**config.mk**
```make
export PLATFORM = sky130hd
export DESIGN_NAME = fetch_thread_pick
export DESIGN_NICKNAME = d
export VERILOG_FILES = /design/src/rtl/fetch_pick_pkg.sv /design/src/rtl/fetch_pick_elig.sv /design/src/rtl/fetch_pick_rotate.sv /design/src/rtl/fetch_pick_least.sv /design/src/rtl/fetch_thread_pick.sv
export SDC_FILE = /design/constraint.sdc
export NUM_CORES = 1
export LEC_CHECK = 0
export BUFFER_PORTS_ARGS = -buffer_cell sky130_fd_sc_hd__buf_2
export CAP_MARGIN = 25
export CORE_MARGIN = 2
export CORE_UTILIZATION = 55
export CTS_CLUSTER_SIZE = 16
export DETAILED_ROUTE_END_ITERATION = 10
export PLACE_DENSITY = 0.86
export SYNTH_ARGS = -nofsm -noshare
export SYNTH_HDL_FRONTEND = slang
export SYNTH_SLANG_ARGS = --single-unit
```
**constraint.sdc**
```tcl
create_clock -name clk -period 11.9 [get_ports clk]
set_input_delay 1.19 -clock clk [delete_from_list [all_inputs] [get_ports clk]]
set_output_delay 1.19 -clock clk [all_outputs]
set_load 0.01 [all_outputs]
```
**src/rtl/fetch_pick_pkg.sv**
```systemverilog
package fetch_pick_pkg;
   localparam int SW = 3;

   typedef enum logic [SW-1:0] {
      ST_RUN        = 3'd0,
      ST_IDLE       = 3'd1,
      ST_SQUASH     = 3'd2,
      ST_BLOCK      = 3'd3,
      ST_FILL_WAIT  = 3'd4,
      ST_FILL_DONE  = 3'd5,
      ST_RETRY_WAIT = 3'd6,
      ST_SPARE      = 3'd7
   } thr_state_e;

   typedef enum logic [1:0] {
      POL_SOLO      = 2'd0,
      POL_ROTATE    = 2'd1,
      POL_IQ_LEAST  = 2'd2,
      POL_LSQ_LEAST = 2'd3
   } pick_policy_e;

   function automatic logic may_fetch(input logic [SW-1:0] s);
      return (s == ST_RUN) || (s == ST_IDLE) || (s == ST_FILL_DONE);
   endfunction
endpackage

```
**src/rtl/fetch_pick_elig.sv**
```systemverilog
module fetch_pick_elig
   import fetch_pick_pkg::*;
#(
   parameter int N = 4
) (
   input  logic [N-1:0]    active_i,
   input  logic [N*SW-1:0] status_i,
   output logic [N-1:0]    ok_o
);
   for (genvar i = 0; i < N; i++) begin : g_thr
      assign ok_o[i] = active_i[i] & may_fetch(status_i[i*SW +: SW]);
   end
endmodule

```
**src/rtl/fetch_pick_rotate.sv**
```systemverilog
module fetch_pick_rotate #(
   parameter int N  = 4,
   parameter int TW = 2
) (
   input  logic          clk,
   input  logic          rst_n,
   input  logic [N-1:0]  ok_i,
   input  logic          adv_i,
   output logic          hit_o,
   output logic [TW-1:0] tid_o
);
   logic [TW-1:0] order_q [N];
   logic [TW-1:0] order_d [N];
   logic [TW-1:0] hit_pos;

   always_comb begin
      hit_o   = 1'b0;
      tid_o   = '0;
      hit_pos = '0;
      for (int k = 0; k < N; k++) begin
         if (!hit_o && ok_i[order_q[k]]) begin
            hit_o   = 1'b1;
            tid_o   = order_q[k];
            hit_pos = TW'(k);
         end
      end
   end

   always_comb begin
      for (int k = 0; k < N; k++) order_d[k] = order_q[k];
      if (adv_i && hit_o) begin
         for (int k = 0; k < N - 1; k++) begin
            if (k >= int'(hit_pos)) order_d[k] = order_q[k+1];
         end
         order_d[N-1] = tid_o;
      end
   end

   always_ff @(posedge clk) begin
      if (!rst_n) begin
         for (int k = 0; k < N; k++) order_q[k] <= TW'(k);
      end else begin
         for (int k = 0; k < N; k++) order_q[k] <= order_d[k];
      end
   end
endmodule

```
**src/rtl/fetch_pick_least.sv**
```systemverilog
module fetch_pick_least #(
   parameter int N  = 4,
   parameter int CW = 4,
   parameter int TW = 2
) (
   input  logic [N-1:0]    ok_i,
   input  logic [N*CW-1:0] cnt_i,
   output logic            hit_o,
   output logic [TW-1:0]   tid_o
);
   logic [CW-1:0] best;

   always_comb begin
      hit_o = 1'b0;
      tid_o = '0;
      best  = '0;
      for (int k = 0; k < N; k++) begin
         if (ok_i[k] && (!hit_o || cnt_i[k*CW +: CW] < best)) begin
            hit_o = 1'b1;
            tid_o = TW'(k);
            best  = cnt_i[k*CW +: CW];
         end
      end
   end
endmodule

```
**src/rtl/fetch_thread_pick.sv**
```systemverilog
module fetch_thread_pick
   import fetch_pick_pkg::*;
#(
   parameter int N  = 4,
   parameter int CW = 4,
   localparam int TW = (N > 1) ? $clog2(N) : 1
) (
   input  logic            clk,
   input  logic            rst_n,
   input  logic [1:0]      policy_i,
   input  logic [N-1:0]    active_i,
   input  logic [N*SW-1:0] status_i,
   input  logic [N*CW-1:0] iq_cnt_i,
   input  logic [N*CW-1:0] lsq_cnt_i,
   input  logic            grant_ack_i,
   output logic            pick_valid_o,
   output logic [TW-1:0]   pick_tid_o
);
   if (N < 1 || N > 4) begin : g_bad_n
      $error("fetch_thread_pick: N must lie in 1..4");
   end
   if (CW < 1) begin : g_bad_cw
      $error("fetch_thread_pick: CW must be at least 1");
   end

   logic [N-1:0] ok;

   fetch_pick_elig #(.N(N)) i_elig (
      .active_i (active_i),
      .status_i (status_i),
      .ok_o     (ok)
   );

   if (N == 1) begin : g_one
      assign pick_valid_o = ok[0];
      assign pick_tid_o   = '0;
   end else begin : g_multi
      logic          rr_hit, iq_hit, lsq_hit;
      logic [TW-1:0] rr_tid, iq_tid, lsq_tid;
      logic          rr_adv;

      assign rr_adv = grant_ack_i && (policy_i == POL_ROTATE);

      fetch_pick_rotate #(.N(N), .TW(TW)) i_rot (
         .clk   (clk),
         .rst_n (rst_n),
         .ok_i  (ok),
         .adv_i (rr_adv),
         .hit_o (rr_hit),
         .tid_o (rr_tid)
      );

      fetch_pick_least #(.N(N), .CW(CW), .TW(TW)) i_iq (
         .ok_i  (ok),
         .cnt_i (iq_cnt_i),
         .hit_o (iq_hit),
         .tid_o (iq_tid)
      );

      fetch_pick_least #(.N(N), .CW(CW), .TW(TW)) i_lsq (
         .ok_i  (ok),
         .cnt_i (lsq_cnt_i),
         .hit_o (lsq_hit),
         .tid_o (lsq_tid)
      );

      always_comb begin
         unique case (policy_i)
            POL_SOLO:      begin pick_valid_o = 1'b1;    pick_tid_o = '0;      end
            POL_ROTATE:    begin pick_valid_o = rr_hit;  pick_tid_o = rr_tid;  end
            POL_IQ_LEAST:  begin pick_valid_o = iq_hit;  pick_tid_o = iq_tid;  end
            default:       begin pick_valid_o = lsq_hit; pick_tid_o = lsq_tid; end
         endcase
      end
   end
endmodule

```
==> metrics, run 1 <==
RSZ-0062 raised after global routing=false; type of the tightest min-delay check=reg -> reg; CTS tree=yes; via count=1,843; final setup margin=3.95 ns; Worst Hold Path EP=g_multi.i_rot.order_q[2][1]$_SDFFE_PN1P_; worst slew pin tran=0.917 ns; status=complete, but fails checks; Static Leak=0.868 nW; area of the multi-input gates=0.00141 mm^2; CTS H-tree lvls=1; Seq cells post-synth=8; Cell Area, Synth=0.00165 mm^2; Detail Route Antenna Nets=0; R2R depth=5; Yosys warning total=0; WHS Path Cells=2; Data arrival, critical path=6.76 ns; power density cells=59.5 mW/mm^2; layout cells sized above 1=28.7%; Setup Skew=0.00235 ns; DPL Wire Length=3540 um; number of cell rows=19; fillers=251; DR pass1 iterations=7; max reg flops=8; max-cap violations=0; Synth Area in Compound Gates=30.2%; Initial Util=58.9%; Post-layout nets=341; Hold Slack=0.522 ns; area delta synth->final=17.7%; die width=58.8 um; reg2reg end=g_multi.i_rot.order_q[3][0]$_SDFFE_PN1P_; register area=160 um^2; Async SR Flop Fraction=0%; kind of critical path=in -> out; xor/xnor cell area share of the yosys netlist=0%; Worst Setup SP=status_i[1]; mux share of post-synthesis cell area=14.8%; Die H=58.8 um; Cell variety after synth=57; pins over their slew limit=0; most common cell after layout, fill and taps aside=buf_2; cts bufs inserted=3; Max VDD drop=0.0638 mV; clk_lat worst skew=0.25 ns; post-CTS setup buffers=0; reg-to-reg slack, setup=10.08 ns; CORE AREA=0.00281 mm^2; pin count of the biggest net entering global routing=17; grt ovf=0; # diodes=0; WL final=4260 um; fin crit period=7.95 ns; Post-CTS Hold Fix Bufs=0; Residual DRC=3; post-synthesis sequential area ratio=9.70%; CP startpoint kind=primary input; Fmax=126 MHz; post-synth net total=286; first-pass GRT wire length=7200 um; CP Capture Type=output port; post-cts resize count=0; Synth Area in Adders=13.6%; initial drt markers=83; Avg Cell Area, Syn=7.68 um^2; Post-synth top flop=dfxtp_1; GRT Total Usage=25.8%; Post-synth EDFFs=0; vias in the first global route=1,762; clk slew on worst S/H paths=0.05 ns; pre-CTS setup slack=4.03 ns; hold wc startpoint=g_multi.i_rot.order_q[3][1]$_SDFFE_PN1P_; Wirelength per Cell=14.2 um; slew margin rel.=38.3%; clock buffer depth=2; die area=0.00346 mm^2; Setup-failing EPs final=0; gpl congestion=0.898; largest family of logic cells by synthesized area=compound AO/OA/AOI/OAI gates; Req. time, crit path=10.71 ns; Buffers on Ports=55; r2r startpoint=g_multi.i_rot.order_q[2][1]$_SDFFE_PN1P_; Most flops, register=g_multi.i_rot.order_q; antenna violations before repair=0; # clock sinks=8; Fin. Hold Viols=0; post-synthesis simple-gate area fraction=26.8%; Root Driver=clkbuf_4; Tcrit/Tclk final=66.8%; largest registers=g_multi.i_rot.order_q x8; setup TNS=0 ns; CP max FO=16; violated checks=DRC; most frequent cells in the layout=buf_2, nand2_1, nor2_1; Synth Instances=215; Ports=56; post-layout util=69.3%; vias per cell=6.16
## cell families after synthesis
| group | after synthesis |
|---|---|
| buffers and inverters | 15 |
| muxes | 17 |
| DFF | 8 |
| AOI/OAI and AO/OA | 73 |
| and+or+nand+nor | 84 |
| adders and majority gates | 18 |
## worst max-delay path, cell delays in order
cell and delay, ns:
buf_2 0.09, and2b_2 0.24, and2_1 0.46, nand2_1 0.12, ha_1 0.32, a21o_1 0.11, a31oi_1 0.04, o31ai_1 0.75
nor2_1 0.07, a31oi_1 0.23, ha_1 0.29, a21oi_1 0.18, o21a_1 0.14, o21ai_0 0.07, a31o_2 0.29, nand2_1 0.07
o21ai_0 0.08, ha_1 0.29, a2111oi_0 0.68, and4_1 0.28, a221oi_1 0.07, o21a_1 0.16, o211ai_1 0.17, o211ai_1 0.12
nand3_1 0.11, buf_2 0.14
## worst max-delay path by stage
stage	endpoint	slack (ns)
after floorplan	pick_tid_o[1]	4.70
after global placement	pick_tid_o[1]	4.19
after detailed placement	pick_tid_o[1]	4.03
after CTS	pick_tid_o[1]	4.01
after global routing	pick_tid_o[1]	3.43
final	pick_tid_o[1]	3.95
## final cells by class
class / instances / share of cell area, %
clock buffers: 3 / 1.16
inverters: 10 / 1.93
multi-input cells: 192 / 72.5
flip-flops and latches: 8 / 8.24
well taps: 31 / 1.99
repair buffers: 55 / 14.2
## stage by stage
step	instances	cell area (um^2)	total power [mW]
after global placement	296	1920	0.0926
after global routing	299	1940	0.125
after detailed placement	296	1920	0.0941
final	299	1940	0.116
after CTS	299	1940	0.115
after floorplan	215	1650	0.0748
## where the power goes
part	internal (mW)	total, mW	switching [mW]	leakage, nW
sequential	0.0280	0.0298	0.00181	0.0651
clock	0.0116	0.0210	0.00945	0.0138
combinational	0.0305	0.0649	0.0344	0.789
total	0.0701	0.116	0.0456	0.868
## Yosys cell counts, types with 5 or more instances
library cell / count / area, um^2
ha_1: 18 / 225
nand2_1: 26 / 97.6
mux2i_1: 9 / 90.1
o21ai_0: 17 / 85.1
inv_1: 10 / 37.5
nand3_1: 8 / 40.0
a31oi_1: 5 / 31.3
a21oi_1: 12 / 60.1
nor2b_1: 5 / 31.3
o21a_1: 8 / 60.1
nor2_1: 19 / 71.3
dfxtp_1: 8 / 160
## per-layer routing
metal	vias up	share of wire [%]	global-route usage, %	routed length (um)
li1	926	-	-	-
met1	833	43	32.4	1830
met2	82	48	45.6	2050
met3	2	8.3	5.71	352
met4	0	0.49	4.55	21
met5	-	0	0	0
No activity file was read; power rests on OpenSTA's default activity.
==> run 2: changes to the inputs <==
--- a/config.mk
+++ b/config.mk
@@ -8,10 +8,10 @@
 export BUFFER_PORTS_ARGS = -buffer_cell sky130_fd_sc_hd__buf_2
 export CAP_MARGIN = 25
 export CORE_MARGIN = 2
-export CORE_UTILIZATION = 55
+export CORE_UTILIZATION = 46
 export CTS_CLUSTER_SIZE = 16
 export DETAILED_ROUTE_END_ITERATION = 10
-export PLACE_DENSITY = 0.86
+export PLACE_DENSITY = 0.77
 export SYNTH_ARGS = -nofsm -noshare
 export SYNTH_HDL_FRONTEND = slang
 export SYNTH_SLANG_ARGS = --single-unit
==> constraint.sdc (replaced) <==
create_clock -name clk -period 6.9 [get_ports clk]
set_input_delay 0.69 -clock clk [delete_from_list [all_inputs] [get_ports clk]]
set_output_delay 0.69 -clock clk [all_outputs]
set_load 0.01 [all_outputs]
==> metrics, run 2 (synthesis results as in run 1) <==
initial drt markers=54 (-35%); vias per cell=5.76 (-6.5%); grt ovf=0 (unchanged); Worst Hold Path EP=g_multi.i_rot.order_q[2][0]$_SDFFE_PN0P_; cts bufs inserted=3 (unchanged); r2r startpoint=g_multi.i_rot.order_q[1][1]$_SDFFE_PN0P_; fin crit period=6.28 ns; area delta synth->final=20.5%; Wirelength per Cell=13.0 um (-8.5%); CORE AREA=0.00339 mm^2 (+21%); switching part of the total power=39.3% (-0.11 points); gpl congestion=0.836 (-6.9%); hold wc startpoint=g_multi.i_rot.order_q[3][0]$_SDFFE_PN1P_; fillers=330 (+31%); die width=63.9 um (+8.7%); Most flops, register=g_multi.i_rot.order_q; setup TNS=0 ns (unchanged); R2R depth=5 (unchanged); number of cell rows=21 (+2); Pint=0.122 mW (+74%); die area=0.00409 mm^2 (+18%); worst slew pin tran=0.604 ns (-0.313 ns); WHS Path Cells=2 (unchanged); Fmax=159 MHz; Fin. Hold Viols=0 (unchanged); RSZ-0062 raised after global routing=false; reg-to-reg slack, setup=5.09 ns (-4.99 ns); # diodes=0 (unchanged); WL final=4110 um (-3.3%); Buffers on Ports=55 (unchanged); clock buffer depth=2 (unchanged); design area=0.00199 mm^2 (+2.4%); kind of critical path=in -> out; Ports=56 (unchanged); max-cap violations=0 (unchanged); pins over their slew limit=0 (unchanged); clk slew on worst S/H paths=0.05 ns (about the same); Die H=63.9 um (+8.7%); slew margin rel.=59.7% (+21 points); Max VDD drop=0.0514 mV (-19%); most common cell after layout, fill and taps aside=buf_2; family with the most delay on the worst path=compound AO/OA/AOI/OAI gates; worst-path cell chain=buf_2 > and2b_2 > and2_2 > nand2_1 > ha_1 > a21o_1 > a21oi_1 > o21ai_0 > mux2_2 > ha_1 > a211o_1 > nor2_1 > o31ai_1 > o41ai_4 > nor2_1 > a21oi_1 > ha_1 > a21o_1 > a211o_1 > a221oi_1 > o21ai_0 > nand4_1 > buf_2; Tcrit/Tclk final=91.0%; Residual DRC=0 (-3); delay of the slowest critical-path stage=0.46 ns (-0.29 ns); largest registers=g_multi.i_rot.order_q x8; Worst path most repeated cell=ha_1; first-pass GRT wire length=7180 um (-0.28%); Post-layout nets=343 (+0.59%); most frequent cells in the layout=buf_2, nand2_1, nor2_1; status=finished clean; max reg flops=8 (unchanged); Setup-failing EPs final=0 (unchanged); CP max FO=16 (unchanged); vias in the first global route=1,762 (unchanged); CTS H-tree lvls=1 (unchanged); GRT Total Usage=21.5% (-4.3 points); post-placement cell area=0.00196 mm^2 (+1.8%); post-cts resize count=0 (unchanged); DPL Wire Length=3390 um (-4.1%); # clock sinks=8 (unchanged); layout cells sized above 1=29.6% (+0.90 points); clk_lat worst skew=0.26 ns (about the same); Worst Setup SP=status_i[1]; Detail Route Antenna Nets=0 (unchanged); Reg power frac=25.5% (-0.2 points); post-CTS setup buffers=0 (unchanged); via count=1,821 (-1.2%); DR pass1 iterations=4 (-3); crit path max-delay cell type=o21ai_0; antenna violations before repair=0 (unchanged); type of the tightest min-delay check=reg -> reg; Logic pwr share=56.1% (about the same); Req. time, crit path=6.21 ns (-4.50 ns); Static Leak=0.895 nW (+3.1%); pin count of the biggest net entering global routing=17 (unchanged); crit path buf inv count=2 (unchanged); Initial Util=48.7% (-10 points); Root Driver=clkbuf_4; CTS tree=yes; switching pwr=0.0790 mW (+73%); Data arrival, critical path=5.59 ns (-1.17 ns); CP startpoint kind=primary input; Post-CTS Hold Fix Bufs=0 (unchanged); reg2reg end=g_multi.i_rot.order_q[3][0]$_SDFFE_PN1P_; CP Capture Type=output port; power density cells=101 mW/mm^2 (+70%); Clock Power Share=18.4% (+0.2 points); Setup Skew=0.00109 ns (-0.00126 ns)
==> run 2: power by group through the flow <==
| stage | Sequential, mW | Clock, mW | Combinational (mW) |
|---|---|---|---|
| global placement | 0.0522 | 0 | 0.109 |
| global route | 0.0517 | 0.0396 | 0.127 |
| detailed placement | 0.0522 | 0 | 0.110 |
| floorplan | 0.0514 | 0 | 0.0775 |
| finish | 0.0513 | 0.0370 | 0.113 |
| CTS | 0.0512 | 0.0385 | 0.111 |
==> run 2: worst register-to-register path: stages (launching register included) <==
cell	delay, ns
dfxtp_1	0.44
mux4_2	0.59
a32oi_1	0.21
o21ai_0	0.14
o21ba_2	0.26
o21ai_1	0.05
==> run 2: area by class of cell <==
class,count,area [um^2],share of cell area [%]
multi-input cells,192,1420,71.5
flip-flops and latches,8,160,8.05
well taps,46,57.6,2.89
clock buffers,3,22.5,1.13
inverters,10,37.5,1.89
repair buffers,57,290,14.6
==> run 2: per-layer routing <==
metal	vias up	global-route usage, %	share of wire, %
met3	4	4.05	5.5
li1	937	-	-
met5	-	0	0
met4	0	5.71	0.92
met2	55	37.2	47
met1	825	27.1	47
==> run 2: worst max path at each step <==
stage	to	depth (start not counted)
3_5_place_dp	pick_tid_o[0]	21
3_3_place_gp	pick_tid_o[0]	21
2_1_floorplan	pick_tid_o[1]	26
5_1_grt	pick_tid_o[0]	23
6_report	pick_tid_o[0]	23
4_1_cts	pick_tid_o[0]	21
==> run 2: per-stage QoR <==
| stage | cells | setup WS, ns | utilization [%] | power, mW | hold WS (ns) |
|---|---|---|---|---|---|
| global placement | 313 | 0.395 | 57.7 | 0.161 | 0.507 |
| detailed placement | 313 | 0.370 | 57.7 | 0.162 | 0.510 |
| global route | 316 | 0.220 | 58.7 | 0.219 | 0.554 |
| floorplan | 215 | 0.696 | - | 0.129 | 0.481 |
| CTS | 316 | 0.343 | 58.4 | 0.201 | 0.520 |
| finish | 316 | 0.619 | 58.7 | 0.201 | 0.517 |
